**config.mk**
```make
export PLATFORM = sky130hd
export DESIGN_NAME = hif_glue
export DESIGN_NICKNAME = d
export VERILOG_FILES = /design/src/rtl/hif_pkg.sv /design/src/rtl/hif_ctrl_regs.sv /design/src/rtl/hif_id_rom.sv /design/src/rtl/hif_glue.sv
export SDC_FILE = /design/constraint.sdc
export NUM_CORES = 1
export LEC_CHECK = 0
export CAP_MARGIN = 10
export CORE_ASPECT_RATIO = 0.9
export CORE_UTILIZATION = 60
export CTS_CLUSTER_DIAMETER = 40
export DETAILED_ROUTE_END_ITERATION = 10
export DONT_BUFFER_PORTS = 1
export PLACE_DENSITY_LB_ADDON = 0.12
export RECOVER_POWER = 100
export SYNTH_ARGS = -nofsm -noshare
export SYNTH_HDL_FRONTEND = slang
export SYNTH_HIERARCHICAL = 1
export SYNTH_SLANG_ARGS = --single-unit
```
**constraint.sdc**
```tcl
create_clock -name clk_i -period 2.26 [get_ports clk_i]
set_input_delay 0.452 -clock clk_i [delete_from_list [all_inputs] [get_ports clk_i]]
set_output_delay 0.452 -clock clk_i [all_outputs]
set_load 0.05 [all_outputs]
```
**src/rtl/hif_pkg.sv**
```systemverilog
package hif_pkg;
  localparam int HA_W = 4;
  localparam int DW   = 8;
  localparam logic [HA_W-1:0] OFF_REGA = 4'h8;
  localparam logic [HA_W-1:0] OFF_REGB = 4'h9;
  localparam logic [HA_W-1:0] OFF_REGC = 4'hF;
  // reg A bits
  localparam int A_PEND = 1;
  localparam int A_SIF  = 2;
  localparam int A_PAGE = 3;
  // reg B bits
  localparam int B_NRST = 0;
  localparam int B_SPD  = 1;
  localparam int B_BANK = 2;
  localparam int B_IEN  = 3;

  typedef struct packed {
    logic sif_sel;
    logic page;
    logic nrst;
    logic speed;
    logic bank;
    logic ien;
    logic cable_utp;
  } ctrl_t;
endpackage

```
**src/rtl/hif_ctrl_regs.sv**
```systemverilog
module hif_ctrl_regs
  import hif_pkg::*;
(
  input  logic       clk_i,
  input  logic       rst_ni,
  input  logic       wr_a_i,
  input  logic       wr_b_i,
  input  logic       wr_c_i,
  input  logic [3:0] wdata_i,
  input  logic       ev_i,
  output ctrl_t      ctrl_o,
  output logic       pend_o
);
  ctrl_t ctrl_q;
  logic  pend_q;
  logic  ien_fall;

  assign ien_fall = wr_b_i && ctrl_q.ien && !wdata_i[B_IEN];

  always_ff @(posedge clk_i or negedge rst_ni) begin
    if (!rst_ni) begin
      ctrl_q <= '0;
    end else begin
      if (wr_a_i) begin
        ctrl_q.sif_sel <= wdata_i[A_SIF];
        ctrl_q.page    <= wdata_i[A_PAGE];
      end
      if (wr_b_i) begin
        ctrl_q.nrst  <= wdata_i[B_NRST];
        ctrl_q.speed <= wdata_i[B_SPD];
        ctrl_q.bank  <= wdata_i[B_BANK];
        ctrl_q.ien   <= wdata_i[B_IEN];
      end
      if (wr_c_i) ctrl_q.cable_utp <= wdata_i[0];
    end
  end

  // event wins over the enable-off clear
  always_ff @(posedge clk_i or negedge rst_ni) begin
    if (!rst_ni)       pend_q <= 1'b0;
    else if (ev_i)     pend_q <= 1'b1;
    else if (ien_fall) pend_q <= 1'b0;
  end

  assign ctrl_o = ctrl_q;
  assign pend_o = pend_q;
endmodule

```
**src/rtl/hif_id_rom.sv**
```systemverilog
module hif_id_rom #(
  parameter logic [7:0]  MFR_ID    = 8'h4D,
  parameter logic [7:0]  CARD_TYPE = 8'h08,
  parameter logic [7:0]  CARD_REV  = 8'h02,
  parameter logic [47:0] STATION   = 48'h0000_0000_0000,
  parameter int          CFG_N     = 3
) (
  input  logic              page_i,
  input  logic [2:0]        off_i,
  input  logic [8*CFG_N-1:0] cfg_i,
  output logic [7:0]        data_o
);
  localparam int SA_N = 6;
  logic [7:0] pg0 [8];
  logic [7:0] pg1 [8];

  always_comb begin
    for (int i = 0; i < 8; i++) begin
      pg0[i] = '0;
      pg1[i] = '0;
    end
    pg0[0] = MFR_ID;
    pg0[1] = CARD_TYPE;
    pg0[2] = CARD_REV;
    for (int i = 0; i < CFG_N; i++) pg0[3+i] = cfg_i[8*i +: 8];
    for (int i = 1; i <= SA_N; i++) pg1[i] = STATION[8*(SA_N-i) +: 8];
  end

  assign data_o = page_i ? pg1[off_i] : pg0[off_i];
endmodule

```
**src/rtl/hif_glue.sv**
```systemverilog
module hif_glue
  import hif_pkg::*;
#(
  parameter logic [7:0]  MFR_ID    = 8'h4D,
  parameter logic [7:0]  CARD_TYPE = 8'h08,
  parameter logic [7:0]  CARD_REV  = 8'h02,
  parameter logic [47:0] STATION   = 48'h4000_1234_5678
) (
  input  logic            clk_i,
  input  logic            rst_ni,
  input  logic [HA_W-1:0] hst_addr_i,
  input  logic            hst_rd_i,
  input  logic            hst_wr_i,
  input  logic [DW-1:0]   hst_wdata_i,
  output logic [DW-1:0]   hst_rdata_o,
  output logic            hst_irq_o,
  output logic            ctl_cs_o,
  output logic            ctl_we_o,
  output logic [HA_W-1:0] ctl_addr_o,
  output logic [DW-1:0]   ctl_wdata_o,
  input  logic [DW-1:0]   ctl_rdata_i,
  input  logic            ctl_irq_i,
  output logic            ctl_rst_no,
  output logic            speed_hi_o,
  output logic            cable_utp_o,
  input  logic [23:0]     cfg_i
);
  ctrl_t      ctrl;
  logic       pend_q;
  logic       sif_q, bank_q, ien_q;
  logic       in_win;
  logic [7:0] rom_d;

  assign in_win = !hst_addr_i[HA_W-1];

  hif_ctrl_regs u_regs (
    .clk_i   (clk_i),
    .rst_ni  (rst_ni),
    .wr_a_i  (hst_wr_i && hst_addr_i == OFF_REGA),
    .wr_b_i  (hst_wr_i && hst_addr_i == OFF_REGB),
    .wr_c_i  (hst_wr_i && hst_addr_i == OFF_REGC),
    .wdata_i (hst_wdata_i[3:0]),
    .ev_i    (ctl_irq_i),
    .ctrl_o  (ctrl),
    .pend_o  (pend_q)
  );

  hif_id_rom #(
    .MFR_ID    (MFR_ID),
    .CARD_TYPE (CARD_TYPE),
    .CARD_REV  (CARD_REV),
    .STATION   (STATION),
    .CFG_N     (3)
  ) u_rom (
    .page_i (ctrl.page),
    .off_i  (hst_addr_i[2:0]),
    .cfg_i  (cfg_i),
    .data_o (rom_d)
  );

  assign sif_q  = ctrl.sif_sel;
  assign bank_q = ctrl.bank;
  assign ien_q  = ctrl.ien;

  assign ctl_cs_o    = sif_q && in_win && (hst_rd_i || hst_wr_i);
  assign ctl_we_o    = ctl_cs_o && hst_wr_i;
  assign ctl_addr_o  = {bank_q, hst_addr_i[2:0]};
  assign ctl_wdata_o = hst_wdata_i;

  always_comb begin
    hst_rdata_o = '0;
    if (in_win) hst_rdata_o = sif_q ? ctl_rdata_i : rom_d;
    else begin
      unique case (hst_addr_i)
        OFF_REGA: begin
          hst_rdata_o[A_SIF]  = ctrl.sif_sel;
          hst_rdata_o[A_PAGE] = ctrl.page;
          hst_rdata_o[A_PEND] = pend_q;
        end
        OFF_REGB: begin
          hst_rdata_o[B_NRST] = ctrl.nrst;
          hst_rdata_o[B_SPD]  = ctrl.speed;
          hst_rdata_o[B_BANK] = ctrl.bank;
          hst_rdata_o[B_IEN]  = ctrl.ien;
        end
        OFF_REGC: hst_rdata_o[0] = ctrl.cable_utp;
        default:  hst_rdata_o = '0;
      endcase
    end
  end

  assign hst_irq_o   = pend_q && ien_q;
  assign ctl_rst_no  = ctrl.nrst;
  assign speed_hi_o  = ctrl.speed;
  assign cable_utp_o = ctrl.cable_utp;
endmodule

```
==> results.md <==
- The core box area is approximately 0.0015 sq mm.
- Static timing analysis puts the maximum clock frequency at 0.464 GHz.
- For this run, asynchronously set or reset flops after synthesis account for 1.00.
- The startpoint identified for the worst hold timing path is hst_wdata_i[2].
- The number of setup buffers added after CTS is 0.
- From synthesis to final layout, the design area changed by 0.836%.
- Sorting the synthesized cells by area gives the leading types as sky130_fd_sc_hd__dfrtp_1, sky130_fd_sc_hd__mux2i_1, sky130_fd_sc_hd__buf_4.
- The number of warnings reported in the yosys synthesis log is 6.
- The leakage component of the power is 0.471 nW.
- Broken down by cell family, the worst path's largest delay share belongs to flip-flops.
- Counting instances, the worst hold path has a depth of 1.
- STA classifies the critical path startpoint as a register.
- Counting cells, the worst reg-to-reg path comes to 1.
- During I/O placement, the number of pins put on the boundary was 75.
- Together, buffers and inverters on the worst path number 2.
- In this run the register-to-register setup slack is 1210 ps.
- The number of vias per cell is between 6 and 7.
- The worst-path maximum fanout is 10.
- The tool flagged a number of max-cap violations equal to 0.
- The summed negative setup slack over all endpoints is 0 ps.
- The most used cell along the critical path is sky130_fd_sc_hd__buf_4.
- The netlist area before placement is 0.00105 sq mm.
- The row count is 13.
- For this design, the sink count on the clock tree is 8.
- The placement-stage worst setup slack is 285 ps.
- The share of synthesized area in the top cell type comes to 0.191.
- The number of clock buffers inserted by TritonCTS is 3.
- The count of flip-flops with a built-in enable after synthesis is 0.
- Yosys instantiated no cell more often than sky130_fd_sc_hd__mux2i_1.
- The share of total power dissipated in the clock network is 0.161.
- The overall die width is around 46 um.
- The number of global-route vias before repair is 892.
- Summed over all nets, the switching power comes to 347 uW.
- The final worst setup slack is 106 ps.
- For the worst setup path, the data arrival time is 1700 ps.
- Of the total power, combinational logic draws 0.441.
- Power spread over the standard cell area amounts to 676 mW/mm^2.
- The worst slew margin relative to its limit is 0.535.
- Of all cell types, the one taking the most synthesized area is sky130_fd_sc_hd__dfrtp_1.
- The clock period could shrink to ~2200 ps.
- The wire length of the first global-routing pass is 3.82 mm.
- In the final layout, the share of cells above drive strength 1 is 0.237.
- The design draws 714 uW.
- The classification of the worst-slack hold path is in2reg.
- The worst setup path is of the reg2out kind.
- The slowest stage of the critical path is the sky130_fd_sc_hd__dfrtp_2 cell.
- The startpoint of the lowest-slack register-to-register path is u_regs/ctrl_o[0].
- The HPWL after detailed placement is between 1.5 and 2 mm.
- The worst reg2reg path endpoint is u_regs/ctrl_o[0].
- At the worst endpoint, the required time is 1810 ps.
- Once placement completed, the tool counted placed cells totaling approximately 140.
- The total of fill cells in the finished design is 136.
- The netlist uses 39 different library cells.
- The chip height is 41.6 um.
- The deepest clock path buffer count is 2.
- The finished layout holds 140 standard cells, fillers aside.
- The die covers 0.00192 sq mm.
- Setup violations remaining at the end of the flow were counted as 0.
- The post-synthesis register bit count is 8.
- Dividing the detail-routed wire length by the instance count gives 17.7 um.
- The final RePlAce weighted congestion is 0.793.
- The critical path starts at u_regs/ctrl_o[5].
- The number of antenna violations at the first check in global routing is 0.
- The count of pins over their slew limit was 0.
- The largest vdd supply drop is 0.379 mV.
- The TritonCTS clock tree is done.
- The clock root buffer is sky130_fd_sc_hd__clkbuf_4.
- The fraction of power spent switching nets is 0.486.
- The largest net degree at the start of global routing is 29.
- Setup repair after global routing left no endpoint under its margin.
- The depth of the CTS H-tree is 1.
- The total nets after synthesis is around 180.
- The number of inserted diodes is 0.
- The number of antenna-violating nets in the routed design is 0.
- The share of the Yosys chip area taken by registers is 0.191.
- The worst setup path is captured at an output pin.
- The sequential cells in the finished layout cover a total of 201 sq um.
- The commonest cells after synthesis are sky130_fd_sc_hd__mux2i_1, sky130_fd_sc_hd__buf_4, sky130_fd_sc_hd__nor2_1.
- A synthesized cell averages 8.51 sq um.
- The effective utilization at floorplan is 0.685.
- In the finished design, the share of the clock period the worst path needs comes to 0.953.
- The sequential fraction of design power is 0.398.
- In the global route stage, overall resource usage came out at 0.281.
- Walking the worst path, the cells encountered are buf_4 > a211oi_1 > o21ai_0 > mux2i_1 > o22ai_2 > buf_4.
- The cell-internal power is 367 uW.
- Synthesis produced 123 cells.
- After clock tree synthesis, the clock-pin slew on the worst setup and hold paths is ~60 ps.
- For this run, the post-layout net count is 174.
- The via count is 940.
- The end point of the worst hold path is u_regs/ctrl_o[6].
- The final count of hold timing violations came to 0.
- The DRC violation count after routing is 0.
- In the final layout, the multi-input gates occupy 721 sq um.
- The flow ran to the end, and the final reports show no timing, DRC or antenna violations.
- For this run, the slowest stage of the critical path takes between 400 and 500 ps.
- For the pin with the worst max-slew slack, the measured transition is 697 ps.
- The number of iterations in the first detailed-routing pass is 4.
- The insertion delay to the later sink of the worst-skew pair is 260 ps.
- For this run, the leading register cell type out of synthesis is sky130_fd_sc_hd__dfrtp_1.
- The total overflow reported by the global router is 0.
- The total wire length after detailed routing is between 2 and 2.5 mm.
- For this block, the initial DRC count from the detailed router was 51.
- The number of buffers inserted by port buffering is 0.
- The worst clock skew is 0.00952 ps.
-- sequential cells by signal, summed over array words and instances, names as in the netlist --
register	flops
u_regs/ctrl_o	7
u_regs/pend_o	1
-- layout by cell type, fill, tap and decap left out, types with 2 or more instances in the layout --
cell / Yosys / layout
sky130_fd_sc_hd__nor2b_1: 3 / 3
sky130_fd_sc_hd__o22ai_2: 0 / 3
sky130_fd_sc_hd__nand2_1: 5 / 5
sky130_fd_sc_hd__nor2_1: 12 / 11
sky130_fd_sc_hd__nor2_2: 2 / 2
sky130_fd_sc_hd__or3_1: 2 / 2
sky130_fd_sc_hd__nand3_1: 4 / 4
sky130_fd_sc_hd__mux2i_1: 18 / 18
sky130_fd_sc_hd__nand3b_1: 2 / 2
sky130_fd_sc_hd__a31oi_1: 3 / 3
sky130_fd_sc_hd__nor3b_1: 2 / 3
sky130_fd_sc_hd__inv_1: 2 / 2
sky130_fd_sc_hd__o21ai_0: 2 / 3
sky130_fd_sc_hd__mux2_2: 7 / 7
sky130_fd_sc_hd__ha_1: 5 / 5
sky130_fd_sc_hd__dfrtp_1: 8 / 7
sky130_fd_sc_hd__clkbuf_2: 0 / 4
sky130_fd_sc_hd__buf_4: 12 / 5
sky130_fd_sc_hd__clkbuf_4: 0 / 3
sky130_fd_sc_hd__nand4_1: 4 / 4
-- stage by stage --
step / hold slack, ps / instance area (sq um) / utilization
floorplan: 156 / 1070 / -
global placement: 157 / 1040 / 0.682
detailed placement: 157 / 1040 / 0.682
CTS: 327 / 1070 / 0.703
global route: 328 / 1060 / 0.691
finish: 335 / 1060 / 0.691
-- per-layer routing --
metal  routed length, um  global-route usage  share of wire  vias to the layer above
met2                1140               0.431           0.46                       71
met1                1020               0.363           0.41                      440
met3                 271              0.0826           0.11                        6
li1                    -                   -              -                      423
met4                  36               0.112          0.015                        0
met5                   0                   0              0                        -
-- power by group through the flow --
stage	Clock (mW)	Combinational [mW]	Sequential [mW]
2_1_floorplan	0	0.351	0.257
3_3_place_gp	0	0.312	0.283
3_5_place_dp	0	0.318	0.286
4_1_cts	0.119	0.323	0.283
5_1_grt	0.128	0.337	0.292
6_report	0.115	0.315	0.284
-- worst max-delay path by stage --
stage                                 to  slack (ps)  cells after the start
final                     hst_rdata_o[2]         110                      6
after global routing      hst_rdata_o[2]          20                      6
after CTS                 hst_rdata_o[3]          50                      6
after detailed placement  hst_rdata_o[5]         280                      6
after global placement    hst_rdata_o[5]         330                      6
after floorplan           hst_rdata_o[3]         -50                      6
-- timing repair --
action,CTS,global route
setup endpoints to repair,0,3
hold endpoints to repair,8,0
hold buffers,1,0
gates resized for setup,0,2
-- cell type report --
type / instances / share of cell area
Inverter: 3 / 0.0107
Timing Repair Buffer: 11 / 0.0687
Tap cell: 22 / 0.0261
Multi-Input combinational cell: 93 / 0.682
Clock buffer: 3 / 0.0213
Sequential cell: 8 / 0.191
-- cells by family after synthesis --
group | count (synthesis) | synth area share
multiplexers | 25 | 0.247
AO/OA/AOI/OAI | 19 | 0.127
flip-flops | 8 | 0.191
AND/OR/NAND/NOR | 44 | 0.237
adder cells (fa/ha/maj) | 5 | 0.0597
buffers and inverters | 22 | 0.139
(Power assumes the default switching activity.)
